**config.mk**
```make
export PLATFORM = sky130hd
export DESIGN_NAME = vspace_walker
export DESIGN_NICKNAME = d
export VERILOG_FILES = /design/src/rtl/vx_pkg.sv /design/src/rtl/vx_region_decode.sv /design/src/rtl/vx_pte_eval.sv /design/src/rtl/vspace_walker.sv
export SDC_FILE = /design/constraint.sdc
export NUM_CORES = 1
export LEC_CHECK = 0
export ABC_CLOCK_PERIOD_IN_PS = 15600
export BUFFER_PORTS_ARGS = -buffer_cell sky130_fd_sc_hd__buf_2
export CAP_MARGIN = 20
export CORE_MARGIN = 2
export CORE_UTILIZATION = 58
export DETAILED_ROUTE_END_ITERATION = 16
export GPL_TIMING_DRIVEN = 1
export HOLD_SLACK_MARGIN = 0.05
export PLACE_DENSITY = 0.87
export SLEW_MARGIN = 20
export SYNTH_ARGS = -nofsm -noshare
export SYNTH_HDL_FRONTEND = slang
export SYNTH_SLANG_ARGS = --single-unit
```
**constraint.sdc**
```tcl
create_clock -name clk -period 15.6 [get_ports clk]
set_clock_uncertainty 0.15 [all_clocks]
set_input_delay 3.12 -clock clk [delete_from_list [all_inputs] [get_ports clk]]
set_output_delay 3.12 -clock clk [all_outputs]
set_load 0.05 [all_outputs]
```
**src/rtl/vx_pkg.sv**
```systemverilog
package vx_pkg;

    localparam int PTE_W      = 32;
    localparam int PTE_V_BIT  = 31;
    localparam int PTE_WL_HI  = 30;
    localparam int PTE_RL_HI  = 28;
    localparam int PTE_M_BIT  = 26;

    typedef enum logic [1:0] {
        RG_PROG  = 2'b00,
        RG_STACK = 2'b01,
        RG_SYS   = 2'b10,
        RG_BAD   = 2'b11
    } vx_region_e;

    typedef enum logic [2:0] {
        ST_OK      = 3'd0,
        ST_BAD_RGN = 3'd1,
        ST_LEN     = 3'd2,
        ST_PF_TBL  = 3'd3,
        ST_PF_LEAF = 3'd4,
        ST_ACCV    = 3'd5,
        ST_TBL_RGN = 3'd6
    } vx_status_e;

    typedef enum logic [1:0] {
        S_IDLE     = 2'd0,
        S_RD_ISSUE = 2'd1,
        S_RD_WAIT  = 2'd2,
        S_WB       = 2'd3
    } walk_st_e;

endpackage

```
**src/rtl/vx_region_decode.sv**
```systemverilog
module vx_region_decode
    import vx_pkg::*;
#(
    parameter int OFS_W = 9,
    parameter int VPN_W = 21,
    parameter int PA_W  = 30,
    parameter int VA_W  = 2 + VPN_W + OFS_W,
    parameter int LEN_W = VPN_W + 1
) (
    input  logic [VA_W-1:0]  vaddr,
    input  logic [PA_W-1:0]  sys_base,
    input  logic [LEN_W-1:0] sys_len,
    input  logic [VA_W-1:0]  prg_base,
    input  logic [LEN_W-1:0] prg_len,
    input  logic [VA_W-1:0]  stk_base,
    input  logic [LEN_W-1:0] stk_len,
    output logic             fault,
    output vx_status_e       fault_code,
    output logic             nested,
    output logic [PA_W-1:0]  first_addr,
    output logic [OFS_W-1:0] tbl_ofs
);
    localparam int SHW = VPN_W + 2;

    logic [1:0]       rgn;
    logic [VPN_W-1:0] vpn;
    logic [LEN_W-1:0] vpn_x;
    logic [SHW-1:0]   vpn_b;
    logic [PA_W-1:0]  sys_ent;
    logic [VA_W-1:0]  usr_base;
    logic             usr_in_range;
    logic [VA_W-1:0]  tbl_va;
    logic [VPN_W-1:0] tbl_vpn;
    logic [1:0]       tbl_rgn;
    logic [PA_W-1:0]  tbl_ent;

    assign rgn     = vaddr[VA_W-1 -: 2];
    assign vpn     = vaddr[OFS_W +: VPN_W];
    assign vpn_x   = {1'b0, vpn};
    assign vpn_b   = {vpn, 2'b00};
    assign sys_ent = sys_base + PA_W'(vpn_b);

    // stack pages count downward from the top: valid at or above the limit
    assign usr_base     = (rgn == RG_STACK) ? stk_base : prg_base;
    assign usr_in_range = (rgn == RG_STACK) ? (vpn_x >= stk_len) : (vpn_x < prg_len);

    // system virtual address of the user entry, then its system table slot
    assign tbl_va  = usr_base + VA_W'(vpn_b);
    assign tbl_vpn = tbl_va[OFS_W +: VPN_W];
    assign tbl_rgn = tbl_va[VA_W-1 -: 2];
    assign tbl_ent = sys_base + PA_W'({tbl_vpn, 2'b00});
    assign tbl_ofs = tbl_va[OFS_W-1:0];

    always_comb begin
        fault      = 1'b0;
        fault_code = ST_OK;
        nested     = 1'b0;
        first_addr = sys_ent;
        case (vx_region_e'(rgn))
            RG_BAD: begin
                fault      = 1'b1;
                fault_code = ST_BAD_RGN;
            end
            RG_SYS: begin
                if (vpn_x >= sys_len) begin
                    fault      = 1'b1;
                    fault_code = ST_LEN;
                end
            end
            default: begin
                if (!usr_in_range) begin
                    fault      = 1'b1;
                    fault_code = ST_LEN;
                end else if (tbl_rgn != RG_SYS) begin
                    fault      = 1'b1;
                    fault_code = ST_TBL_RGN;
                end else if ({1'b0, tbl_vpn} >= sys_len) begin
                    fault      = 1'b1;
                    fault_code = ST_LEN;
                end else begin
                    nested     = 1'b1;
                    first_addr = tbl_ent;
                end
            end
        endcase
    end

endmodule

```
**src/rtl/vx_pte_eval.sv**
```systemverilog
module vx_pte_eval
    import vx_pkg::*;
#(
    parameter int PFN_W = 21
) (
    input  logic [PTE_W-1:0] pte,
    input  logic [1:0]       mode,
    input  logic             write,
    output logic             valid,
    output logic             allowed,
    output logic [PFN_W-1:0] pfn,
    output logic [PTE_W-1:0] pte_dirty
);
    logic [1:0] limit;

    assign valid     = pte[PTE_V_BIT];
    assign limit     = write ? pte[PTE_WL_HI -: 2] : pte[PTE_RL_HI -: 2];
    assign allowed   = (mode <= limit);
    assign pfn       = pte[PFN_W-1:0];
    assign pte_dirty = pte | (PTE_W'(1) << PTE_M_BIT);

endmodule

```
**src/rtl/vspace_walker.sv**
```systemverilog
module vspace_walker
    import vx_pkg::*;
#(
    parameter int OFS_W = 9,
    parameter int VPN_W = 21,
    parameter int PFN_W = 21,
    localparam int VA_W  = 2 + VPN_W + OFS_W,
    localparam int PA_W  = PFN_W + OFS_W,
    localparam int LEN_W = VPN_W + 1
) (
    input  logic             clk,
    input  logic             rst_n,
    input  logic             start,
    input  logic [VA_W-1:0]  vaddr,
    input  logic [1:0]       mode,
    input  logic             write,
    input  logic [PA_W-1:0]  sys_base,
    input  logic [LEN_W-1:0] sys_len,
    input  logic [VA_W-1:0]  prg_base,
    input  logic [LEN_W-1:0] prg_len,
    input  logic [VA_W-1:0]  stk_base,
    input  logic [LEN_W-1:0] stk_len,
    output logic             mem_rd_req,
    output logic             mem_wr_req,
    output logic [PA_W-1:0]  mem_addr,
    output logic [31:0]      mem_wdata,
    input  logic             mem_rvalid,
    input  logic [31:0]      mem_rdata,
    output logic             done,
    output logic [2:0]       status,
    output logic [PA_W-1:0]  paddr
);
    typedef struct packed {
        walk_st_e         st;
        logic             leaf;
        logic [OFS_W-1:0] va_ofs;
        logic [OFS_W-1:0] tbl_ofs;
        logic [1:0]       mode;
        logic             wr;
        logic [PA_W-1:0]  addr;
        logic [PTE_W-1:0] wdata;
        logic             done;
        vx_status_e       status;
        logic [PA_W-1:0]  paddr;
    } walk_t;

    walk_t walk_d, walk_q;

    logic             dec_fault;
    vx_status_e       dec_code;
    logic             dec_nested;
    logic [PA_W-1:0]  dec_addr;
    logic [OFS_W-1:0] dec_tbl_ofs;

    logic             pe_valid;
    logic             pe_allowed;
    logic [PFN_W-1:0] pe_pfn;
    logic [PTE_W-1:0] pe_dirty;

    vx_region_decode #(
        .OFS_W (OFS_W),
        .VPN_W (VPN_W),
        .PA_W  (PA_W)
    ) i_decode (
        .vaddr      (vaddr),
        .sys_base   (sys_base),
        .sys_len    (sys_len),
        .prg_base   (prg_base),
        .prg_len    (prg_len),
        .stk_base   (stk_base),
        .stk_len    (stk_len),
        .fault      (dec_fault),
        .fault_code (dec_code),
        .nested     (dec_nested),
        .first_addr (dec_addr),
        .tbl_ofs    (dec_tbl_ofs)
    );

    vx_pte_eval #(
        .PFN_W (PFN_W)
    ) i_pte_eval (
        .pte       (mem_rdata),
        .mode      (walk_q.mode),
        .write     (walk_q.wr),
        .valid     (pe_valid),
        .allowed   (pe_allowed),
        .pfn       (pe_pfn),
        .pte_dirty (pe_dirty)
    );

    always_comb begin
        walk_d      = walk_q;
        walk_d.done = 1'b0;
        case (walk_q.st)
            S_IDLE: begin
                if (start) begin
                    walk_d.va_ofs  = vaddr[OFS_W-1:0];
                    walk_d.tbl_ofs = dec_tbl_ofs;
                    walk_d.mode    = mode;
                    walk_d.wr      = write;
                    if (dec_fault) begin
                        walk_d.done   = 1'b1;
                        walk_d.status = dec_code;
                        walk_d.paddr  = '0;
                    end else begin
                        walk_d.addr = dec_addr;
                        walk_d.leaf = !dec_nested;
                        walk_d.st   = S_RD_ISSUE;
                    end
                end
            end
            S_RD_ISSUE: begin
                walk_d.st = S_RD_WAIT;
            end
            S_RD_WAIT: begin
                if (mem_rvalid) begin
                    if (!walk_q.leaf) begin
                        if (!pe_valid) begin
                            walk_d.done   = 1'b1;
                            walk_d.status = ST_PF_TBL;
                            walk_d.paddr  = '0;
                            walk_d.st     = S_IDLE;
                        end else begin
                            walk_d.addr = {pe_pfn, walk_q.tbl_ofs};
                            walk_d.leaf = 1'b1;
                            walk_d.st   = S_RD_ISSUE;
                        end
                    end else if (!pe_valid) begin
                        walk_d.done   = 1'b1;
                        walk_d.status = ST_PF_LEAF;
                        walk_d.paddr  = '0;
                        walk_d.st     = S_IDLE;
                    end else if (!pe_allowed) begin
                        walk_d.done   = 1'b1;
                        walk_d.status = ST_ACCV;
                        walk_d.paddr  = '0;
                        walk_d.st     = S_IDLE;
                    end else begin
                        walk_d.paddr  = {pe_pfn, walk_q.va_ofs};
                        walk_d.status = ST_OK;
                        if (walk_q.wr) begin
                            walk_d.wdata = pe_dirty;
                            walk_d.st    = S_WB;
                        end else begin
                            walk_d.done = 1'b1;
                            walk_d.st   = S_IDLE;
                        end
                    end
                end
            end
            S_WB: begin
                walk_d.done = 1'b1;
                walk_d.st   = S_IDLE;
            end
            default: walk_d.st = S_IDLE;
        endcase
    end

    always_ff @(posedge clk) begin
        if (!rst_n) begin
            walk_q <= '0;
        end else begin
            walk_q <= walk_d;
        end
    end

    assign mem_rd_req = (walk_q.st == S_RD_ISSUE);
    assign mem_wr_req = (walk_q.st == S_WB);
    assign mem_addr   = walk_q.addr;
    assign mem_wdata  = walk_q.wdata;
    assign done       = walk_q.done;
    assign status     = walk_q.status;
    assign paddr      = walk_q.paddr;

endmodule

```
==> tab_implementation.tex, run 1 <==
\begin{tabular}{lr}
\hline
Metric & Value \\
\hline
\multicolumn{2}{l}{\textbf{Outcome}} \\
Outcome & finished, final reports clean \\
\multicolumn{2}{l}{\textbf{Layout}} \\
Most frequent cells in the layout & sky130\_fd\_sc\_hd\_\_buf\_2, sky130\_fd\_sc\_hd\_\_nand2\_1, sky130\_fd\_sc\_hd\_\_a21oi\_1, sky130\_fd\_sc\_hd\_\_ha\_1, sky130\_fd\_sc\_hd\_\_dfxtp\_1 \\
FF/Latch Area & approximately 0.0024 sq mm \\
Number of inserted filler cells in the final layout & 1,592 \\
Footprint of the multi-input gates & between 0.007 and 0.008 sq mm \\
Layout-stage area growth over the synthesis result & 15.4\% \\
Post-layout net count & 2,059 \\
Fraction of layout instances using a drive strength above 1 & 0.235 \\
Final cell utilization of the core & 0.676 \\
Most frequent standard cell in the layout excluding fill and tap cells & sky130\_fd\_sc\_hd\_\_buf\_2 \\
\multicolumn{2}{l}{\textbf{Die}} \\
Area of the core & 0.0193 sq mm \\
IO Pins & around 330 \\
Starting utilization of the core area & 0.586 \\
Chip Height & roughly 140 um \\
Core Rows & roughly 50 \\
Die ar. & between 0.02 and 0.025 sq mm \\
DIE WIDTH & about 140 um \\
\multicolumn{2}{l}{\textbf{STA}} \\
Setup violations, final & 0 \\
Summed negative setup slack over all endpoints & 0 ps \\
Number of hold violations in the final report & 0 \\
Total count of max-transition violations in the final report & 0 \\
Fmax & between 90 and 100 MHz \\
Setup repair after global routing missed its margin & no \\
Measured slew at the worst slew-check pin & about 1100 ps \\
Final worst path period need & between 10,000 and 15,000 ps \\
Relative slew slack & 0.291 \\
Post-route clock period utilization & 0.669 \\
\multicolumn{2}{l}{\textbf{Critical path}} \\
Worst reg2reg setup slack & roughly 13,000 ps \\
Logic depth of the worst register-to-register path & 6 \\
Cell with the most instances on the worst path & sky130\_fd\_sc\_hd\_\_nand2\_1 \\
Critical register-to-register path startpoint & walk\_q[119] \\
Destination of the worst register-to-register timing path & mem\_addr[21] \\
Crit end category & flip-flop \\
Slowest stage delay, CP & 770 ps \\
Slowest library cell on the worst path & sky130\_fd\_sc\_hd\_\_nand2\_1 \\
Crit Path Max Fanout & 35 \\
Worst Setup Path Type & input pin to flip-flop \\
Critical path data arrival time & $\sim$11,000 ps \\
Data required time at the worst endpoint & between 15,000 and 20,000 ps \\
Startpoint kind of the worst setup timing path & input pin \\
\multicolumn{2}{l}{\textbf{Pwr}} \\
Max IR drop VDD & approximately 0.054 mV \\
Combinational share of power & 0.384 \\
Sw Share & 0.358 \\
P\_leak & approximately 6.5 nW \\
Clock network fraction of total power & 0.348 \\
Sequential fraction of design power & 0.269 \\
Net switching power figure & around 0.43 mW \\
Internal power consumption & about 0.77 mW \\
Power Density & 92.5 mW/mm\^{}2 \\
\multicolumn{2}{l}{\textbf{GRT}} \\
GRT Overall Usage & 0.317 \\
First-pass GRT wire length & 51,900 um \\
Via count of the first global-routing pass & between 10,000 and 15,000 \\
Initial antenna violation count & 4 \\
Leftover overflow at the end of global routing & 0 \\
Pin count of the biggest net entering global routing & 64 \\
\multicolumn{2}{l}{\textbf{Placed design}} \\
Post-DP HPWL & $\sim$27,000 um \\
Buffers on Ports & roughly 330 \\
Global placer's final weighted congestion & 0.949 \\
\multicolumn{2}{l}{\textbf{Clock tree}} \\
Total clock buffers created by CTS & 17 \\
Post-CTS setup buffer count & 0 \\
Clock tree buffer depth & 2 \\
Number of gates given a new drive strength after cts & 0 \\
Register clock-pin slew on the reported worst setup and hold paths & 60 ps \\
Number of hold buffers added after CTS & 0 \\
TritonCTS clock tree & done \\
Clock insertion delay at the later pin of the skew report & 410 ps \\
CTS H-Tree Depth & 4 \\
Cell chosen for the clock root & sky130\_fd\_sc\_hd\_\_clkbuf\_16 \\
Clock sink count & 119 \\
\multicolumn{2}{l}{\textbf{Synthesis}} \\
Average footprint of a synthesized cell & between 7 and 8 sq um \\
Synthesis-stage register bit count & 119 \\
Cell type contributing the most total cell area after synthesis & sky130\_fd\_sc\_hd\_\_dfxtp\_1 \\
Ys Warns & 0 \\
Fraction of registers with async set/reset & 0 \\
Post-Synthesis Net Count & 1,858 \\
Sequential cell area fraction in the yosys report & 0.211 \\
Predominant post-synthesis flop cell & sky130\_fd\_sc\_hd\_\_dfxtp\_1 \\
Count of flip-flops with a built-in enable after synthesis & 0 \\
Synth Cell Area & about 0.011 sq mm \\
Number of standard cells after synthesis & roughly 1,500 \\
Main area contributors after synthesis & sky130\_fd\_sc\_hd\_\_dfxtp\_1, sky130\_fd\_sc\_hd\_\_ha\_1, sky130\_fd\_sc\_hd\_\_nand2\_1, sky130\_fd\_sc\_hd\_\_a21oi\_1, sky130\_fd\_sc\_hd\_\_buf\_4 \\
Fraction of post-synthesis cell area in the top cell type by area & 0.211 \\
Number of distinct library cells after synthesis & 86 \\
\multicolumn{2}{l}{\textbf{Routing}} \\
TritonRoute pass-1 iters & 5 \\
DRC violations left & 0 \\
Iteration-0 DRC count of the detailed router & between 700 and 800 \\
Avg WL per Cell & around 18 um \\
Total vias in the final route & 11,528 \\
Detail-routed via count per cell & 5.89 \\
Total detailed-routing wirelength & 34,600 um \\
Count of nets left with antenna violations after detail routing & 0 \\
\multicolumn{2}{l}{\textbf{Min path}} \\
Path type of the worst min-delay path & flip-flop to flip-flop \\
Number of instances on the worst hold path & 2 \\
Sink of the worst hold path & walk\_q[105] \\
Worst Hold Launch & walk\_q[105] \\
\multicolumn{2}{l}{\textbf{Run}} \\
Max-cap violations & 0 \\
\hline
\end{tabular}
routing by layer:
metal | share of wire | global-route usage | vias to the layer above | wire length (um)
li1 | - | - | 5586 | -
met1 | 0.42 | 0.388 | 5267 | 14400
met2 | 0.46 | 0.547 | 588 | 16100
met3 | 0.081 | 0.0477 | 87 | 2790
met4 | 0.039 | 0.150 | 0 | 1370
met5 | 0 | 0 | - | 0
kinds of logic after synthesis:
group	count (synthesis)	share of synthesized area
DFF	119	0.211
and+or+nand+nor	422	0.173
xor gates and xnor gates	62	0.0481
buffers and inverters	242	0.115
adders and majority gates	154	0.173
muxes	18	0.0164
AOI/OAI and AO/OA	456	0.263
worst max-delay path: cells and delay by family:
family	cells	cell delay (ps)
buffers and inverters	3	610
xor gates and xnor gates	1	240
adders and majority gates	3	840
AOI/OAI and AO/OA	12	3650
and+or+nand+nor	8	2040
flip-flops by register name, indices dropped and copies added, names as in the netlist:
name	count
status	3
mem_wdata	31
mem_addr	30
done	1
paddr	30
walk_q	24
final cells by class:
class / instances / area share
diodes: 5 / 0.000961
clock buffers: 18 / 0.0337
clock inverters: 14 / 0.0151
inverters: 88 / 0.0254
multi-input cells: 1112 / 0.585
flip-flops and latches: 119 / 0.183
well taps: 265 / 0.0255
repair buffers: 336 / 0.131
power by group through the flow:
stage	sequential (mW)	clock, mW	combinational, mW
finish	0.323	0.419	0.462
global route	0.325	0.432	0.507
CTS	0.323	0.420	0.456
global placement	0.329	0	0.439
detailed placement	0.330	0	0.453
floorplan	0.328	0	0.334
synth_stat cells (5+ instances only):
library cell and instances:
sky130_fd_sc_hd__a211o_1 8, sky130_fd_sc_hd__a211oi_1 14, sky130_fd_sc_hd__a21o_1 39, sky130_fd_sc_hd__a21oi_1 158, sky130_fd_sc_hd__a22o_1 30, sky130_fd_sc_hd__a22oi_1 16
sky130_fd_sc_hd__a311oi_1 7, sky130_fd_sc_hd__a31oi_1 11, sky130_fd_sc_hd__and2_1 9, sky130_fd_sc_hd__and3_1 7, sky130_fd_sc_hd__and4_1 7, sky130_fd_sc_hd__buf_4 97
sky130_fd_sc_hd__clkbuf_1 49, sky130_fd_sc_hd__dfxtp_1 119, sky130_fd_sc_hd__ha_1 151, sky130_fd_sc_hd__inv_1 87, sky130_fd_sc_hd__mux2i_1 14, sky130_fd_sc_hd__nand2_1 242
sky130_fd_sc_hd__nand2b_1 14, sky130_fd_sc_hd__nand3_1 17, sky130_fd_sc_hd__nand3b_1 5, sky130_fd_sc_hd__nand4_1 16, sky130_fd_sc_hd__nor2_1 48, sky130_fd_sc_hd__nor2b_1 11
sky130_fd_sc_hd__nor3_1 18, sky130_fd_sc_hd__o211ai_1 12, sky130_fd_sc_hd__o21a_1 16, sky130_fd_sc_hd__o21ai_0 77, sky130_fd_sc_hd__o21ai_1 10, sky130_fd_sc_hd__o21bai_1 11
sky130_fd_sc_hd__or3_1 6, sky130_fd_sc_hd__xnor2_1 36, sky130_fd_sc_hd__xor2_1 26
through the flow:
stage | hold slack [ps] | cell area (sq um) | std cells | power [mW] | setup WS (ps)
2_1_floorplan | 282 | 11300 | 1473 | 0.662 | 6530
3_3_place_gp | 289 | 12400 | 1920 | 0.768 | 5050
3_5_place_dp | 294 | 12400 | 1920 | 0.783 | 4860
5_1_grt | 322 | 13000 | 1956 | 1.26 | 4780
6_report | 302 | 13000 | 1957 | 1.20 | 5170
4_1_cts | 302 | 13000 | 1952 | 1.20 | 5280
worst max path at each step:
stage / startpoint / endpoint / slack [ps]
floorplan: vaddr[30] / mem_addr[26] / 6530
global placement: vaddr[30] / mem_addr[14] / 5050
detailed placement: vaddr[30] / mem_addr[25] / 4860
CTS: vaddr[30] / mem_addr[25] / 5280
global route: vaddr[30] / mem_addr[25] / 4780
finish: vaddr[30] / mem_addr[25] / 5170
(Power assumes the default switching activity.)
==> inputs of run 2 (changes only) <==
- ABC_CLOCK_PERIOD_IN_PS: 15600 -> 10600
- CORE_UTILIZATION: 58 -> 54
- PLACE_DENSITY: 0.87 -> 0.82
- clock period: 15.6 -> 10.6 ns (I/O delays scaled with it)
==> run 2 against run 1 <==
Largest power group unchanged; register-to-register slack got worse by 5000 ps; final area barely moved; first-iteration DRC count rose by 1.4%; setup slack got worse by 4000 ps.
==> tab_implementation.tex, run 2 (synthesis gave the netlist of run 1 again) <==
\begin{tabular}{lr}
\hline
Metric & Value \\
\hline
\multicolumn{2}{l}{\textbf{Routing}} \\
TritonRoute pass-1 iters & 6 \\
Count of nets left with antenna violations after detail routing & 0 \\
Avg WL per Cell & $\sim$18 um \\
Iteration-0 DRC count of the detailed router & approximately 740 \\
Total detailed-routing wirelength & 35,400 um \\
Detail-routed via count per cell & 5.89 \\
Total vias in the final route & between 10,000 and 15,000 \\
DRC violations left & 0 \\
\multicolumn{2}{l}{\textbf{Die}} \\
Die ar. & between 0.02 and 0.025 sq mm \\
Core Rows & between 50 and 60 \\
Chip Height & between 100 and 150 um \\
Starting utilization of the core area & 0.554 \\
Area of the core & 0.0204 sq mm \\
DIE WIDTH & roughly 150 um \\
IO Pins & between 300 and 400 \\
\multicolumn{2}{l}{\textbf{Pwr}} \\
Sw Share & 0.361 \\
P\_leak & about 6.5 nW \\
Clock network fraction of total power & 0.336 \\
Combinational share of power & 0.392 \\
Sequential fraction of design power & 0.272 \\
Max IR drop VDD & just over 0.09 mV \\
Internal power consumption & between 1 and 1.5 mW \\
Net switching power figure & $\sim$0.63 mW \\
Power Density & 134 mW/mm\^{}2 \\
\multicolumn{2}{l}{\textbf{Placed design}} \\
Post-Place Setup Slack & about 900 ps \\
Buffers on Ports & between 300 and 400 \\
Post-DP HPWL & roughly 28,000 um \\
Global placer's final weighted congestion & between 0.9 and 1 \\
\multicolumn{2}{l}{\textbf{Critical path}} \\
Startpoint kind of the worst setup timing path & input pin \\
Critical path data arrival time & roughly 9600 ps \\
Data required time at the worst endpoint & between 10,000 and 15,000 ps \\
Crit Path Max Fanout & 31 \\
Logic depth of the worst register-to-register path & 8 \\
Crit end category & flip-flop \\
Worst Setup Path Type & input pin to flip-flop \\
\multicolumn{2}{l}{\textbf{Layout}} \\
Most frequent standard cell in the layout excluding fill and tap cells & sky130\_fd\_sc\_hd\_\_buf\_2 \\
Flip-flop count of the largest register after layout & 31 \\
Most frequent cells in the layout & sky130\_fd\_sc\_hd\_\_buf\_2, sky130\_fd\_sc\_hd\_\_nand2\_1, sky130\_fd\_sc\_hd\_\_a21oi\_1, sky130\_fd\_sc\_hd\_\_ha\_1, sky130\_fd\_sc\_hd\_\_dfxtp\_1 \\
Post-layout net count & just over 2,000 \\
Layout-stage area growth over the synthesis result & 15.4\% \\
FF/Latch Area & between 0.002 and 0.0025 sq mm \\
Fraction of layout instances using a drive strength above 1 & 0.236 \\
Footprint of the multi-input gates & between 0.007 and 0.008 sq mm \\
Number of inserted filler cells in the final layout & around 1,800 \\
\multicolumn{2}{l}{\textbf{GRT}} \\
GRT Overall Usage & 0.308 \\
Via count of the first global-routing pass & about 11,000 \\
Leftover overflow at the end of global routing & 0 \\
First-pass GRT wire length & about 55,000 um \\
Pin count of the biggest net entering global routing & roughly 50 \\
Initial antenna violation count & 7 \\
\multicolumn{2}{l}{\textbf{STA}} \\
Fmax & roughly 110 MHz \\
Number of hold violations in the final report & 0 \\
Summed negative setup slack over all endpoints & 0 ps \\
Final worst path period need & roughly 9400 ps \\
Final setup margin & $\sim$1200 ps \\
Total count of max-transition violations in the final report & 0 \\
Measured slew at the worst slew-check pin & roughly 1000 ps \\
Post-route clock period utilization & 0.886 \\
Setup repair after global routing missed its margin & no \\
Setup violations, final & 0 \\
Relative slew slack & 0.322 \\
\multicolumn{2}{l}{\textbf{Clock tree}} \\
Clock sink count & roughly 120 \\
Cell chosen for the clock root & sky130\_fd\_sc\_hd\_\_clkbuf\_16 \\
Register clock-pin slew on the reported worst setup and hold paths & 60 ps \\
Post-CTS setup buffer count & 0 \\
TritonCTS clock tree & done \\
Total clock buffers created by CTS & 17 \\
Number of gates given a new drive strength after cts & 0 \\
Clock insertion delay at the later pin of the skew report & about 410 ps \\
Number of hold buffers added after CTS & 0 \\
Clock tree buffer depth & 2 \\
CTS H-Tree Depth & 4 \\
\multicolumn{2}{l}{\textbf{Run}} \\
Max-cap violations & 0 \\
\multicolumn{2}{l}{\textbf{Min path}} \\
Number of instances on the worst hold path & 2 \\
Path type of the worst min-delay path & flip-flop to flip-flop \\
\multicolumn{2}{l}{\textbf{Outcome}} \\
Outcome & finished, final reports clean \\
\hline
\end{tabular}
-- run 2: worst max-delay path: stages --
cell                        delay (ps)
sky130_fd_sc_hd__buf_2             160
sky130_fd_sc_hd__nand2b_1          580
sky130_fd_sc_hd__nand2_1           220
sky130_fd_sc_hd__nand2_1            80
sky130_fd_sc_hd__ha_1              330
sky130_fd_sc_hd__o21ai_0           150
sky130_fd_sc_hd__o31ai_2           370
sky130_fd_sc_hd__nor3b_2           400
sky130_fd_sc_hd__o2111a_1          320
sky130_fd_sc_hd__nand2b_1          180
sky130_fd_sc_hd__nand2_1            80
sky130_fd_sc_hd__nor4_1            350
sky130_fd_sc_hd__nand2_1           110
sky130_fd_sc_hd__xor2_1            150
sky130_fd_sc_hd__mux2i_1           230
sky130_fd_sc_hd__ha_1              290
sky130_fd_sc_hd__a211oi_1          250
sky130_fd_sc_hd__o21ai_1           160
sky130_fd_sc_hd__a2111oi_0         600
sky130_fd_sc_hd__a2111oi_1         200
sky130_fd_sc_hd__nor4_4            530
sky130_fd_sc_hd__nand2_1           740
sky130_fd_sc_hd__or3b_1            590
sky130_fd_sc_hd__a21o_1            200
sky130_fd_sc_hd__a31oi_1           170
-- run 2: stage by stage --
stage | util | instances | instance area, sq um | hold WS [ps] | total power, mW
3_3_place_gp | 0.609 | 1927 | 12400 | 289 | 1.14
3_5_place_dp | 0.609 | 1927 | 12400 | 293 | 1.16
4_1_cts | 0.638 | 1959 | 13000 | 302 | 1.74
2_1_floorplan | - | 1473 | 11300 | 282 | 0.974
5_1_grt | 0.639 | 1964 | 13000 | 316 | 1.84
6_report | 0.639 | 1964 | 13000 | 300 | 1.75
-- run 2: final timing paths --
| path | startpoint | slack, ps | end |
|---|---|---|---|
| setup / recovery | vaddr[31] | 1200 | mem_addr[20] |
| hold / removal | mem_wdata[12] | 300 | mem_wdata[12] |
| setup reg to reg | walk_q[96] | 7660 | mem_wdata[10] |
| hold reg to reg | mem_wdata[12] | 300 | mem_wdata[12] |
-- run 2: layout make-up --
cell class | count | share of cell area
diodes | 5 | 0.000961
clock buffers | 20 | 0.0351
clock inverters | 12 | 0.0116
inverters | 88 | 0.0254
multi-input cells | 1112 | 0.586
flip-flops and latches | 119 | 0.183
well taps | 270 | 0.0260
repair buffers | 338 | 0.132
-- run 2: power by group through the flow --
| stage | Combinational [mW] | Sequential [mW] | Clock [mW] |
|---|---|---|---|
| after floorplan | 0.491 | 0.482 | 0 |
| after global placement | 0.652 | 0.485 | 0 |
| after detailed placement | 0.672 | 0.486 | 0 |
| after CTS | 0.676 | 0.476 | 0.592 |
| after global routing | 0.755 | 0.478 | 0.611 |
| final | 0.686 | 0.477 | 0.588 |
-- run 2: routing by layer --
metal,wire length [um],vias up,GRT usage
li1,-,5590,-
met1,14500,5307,0.374
met2,16800,590,0.541
met3,3060,74,0.0561
met4,1080,2,0.120
met5,11,-,0
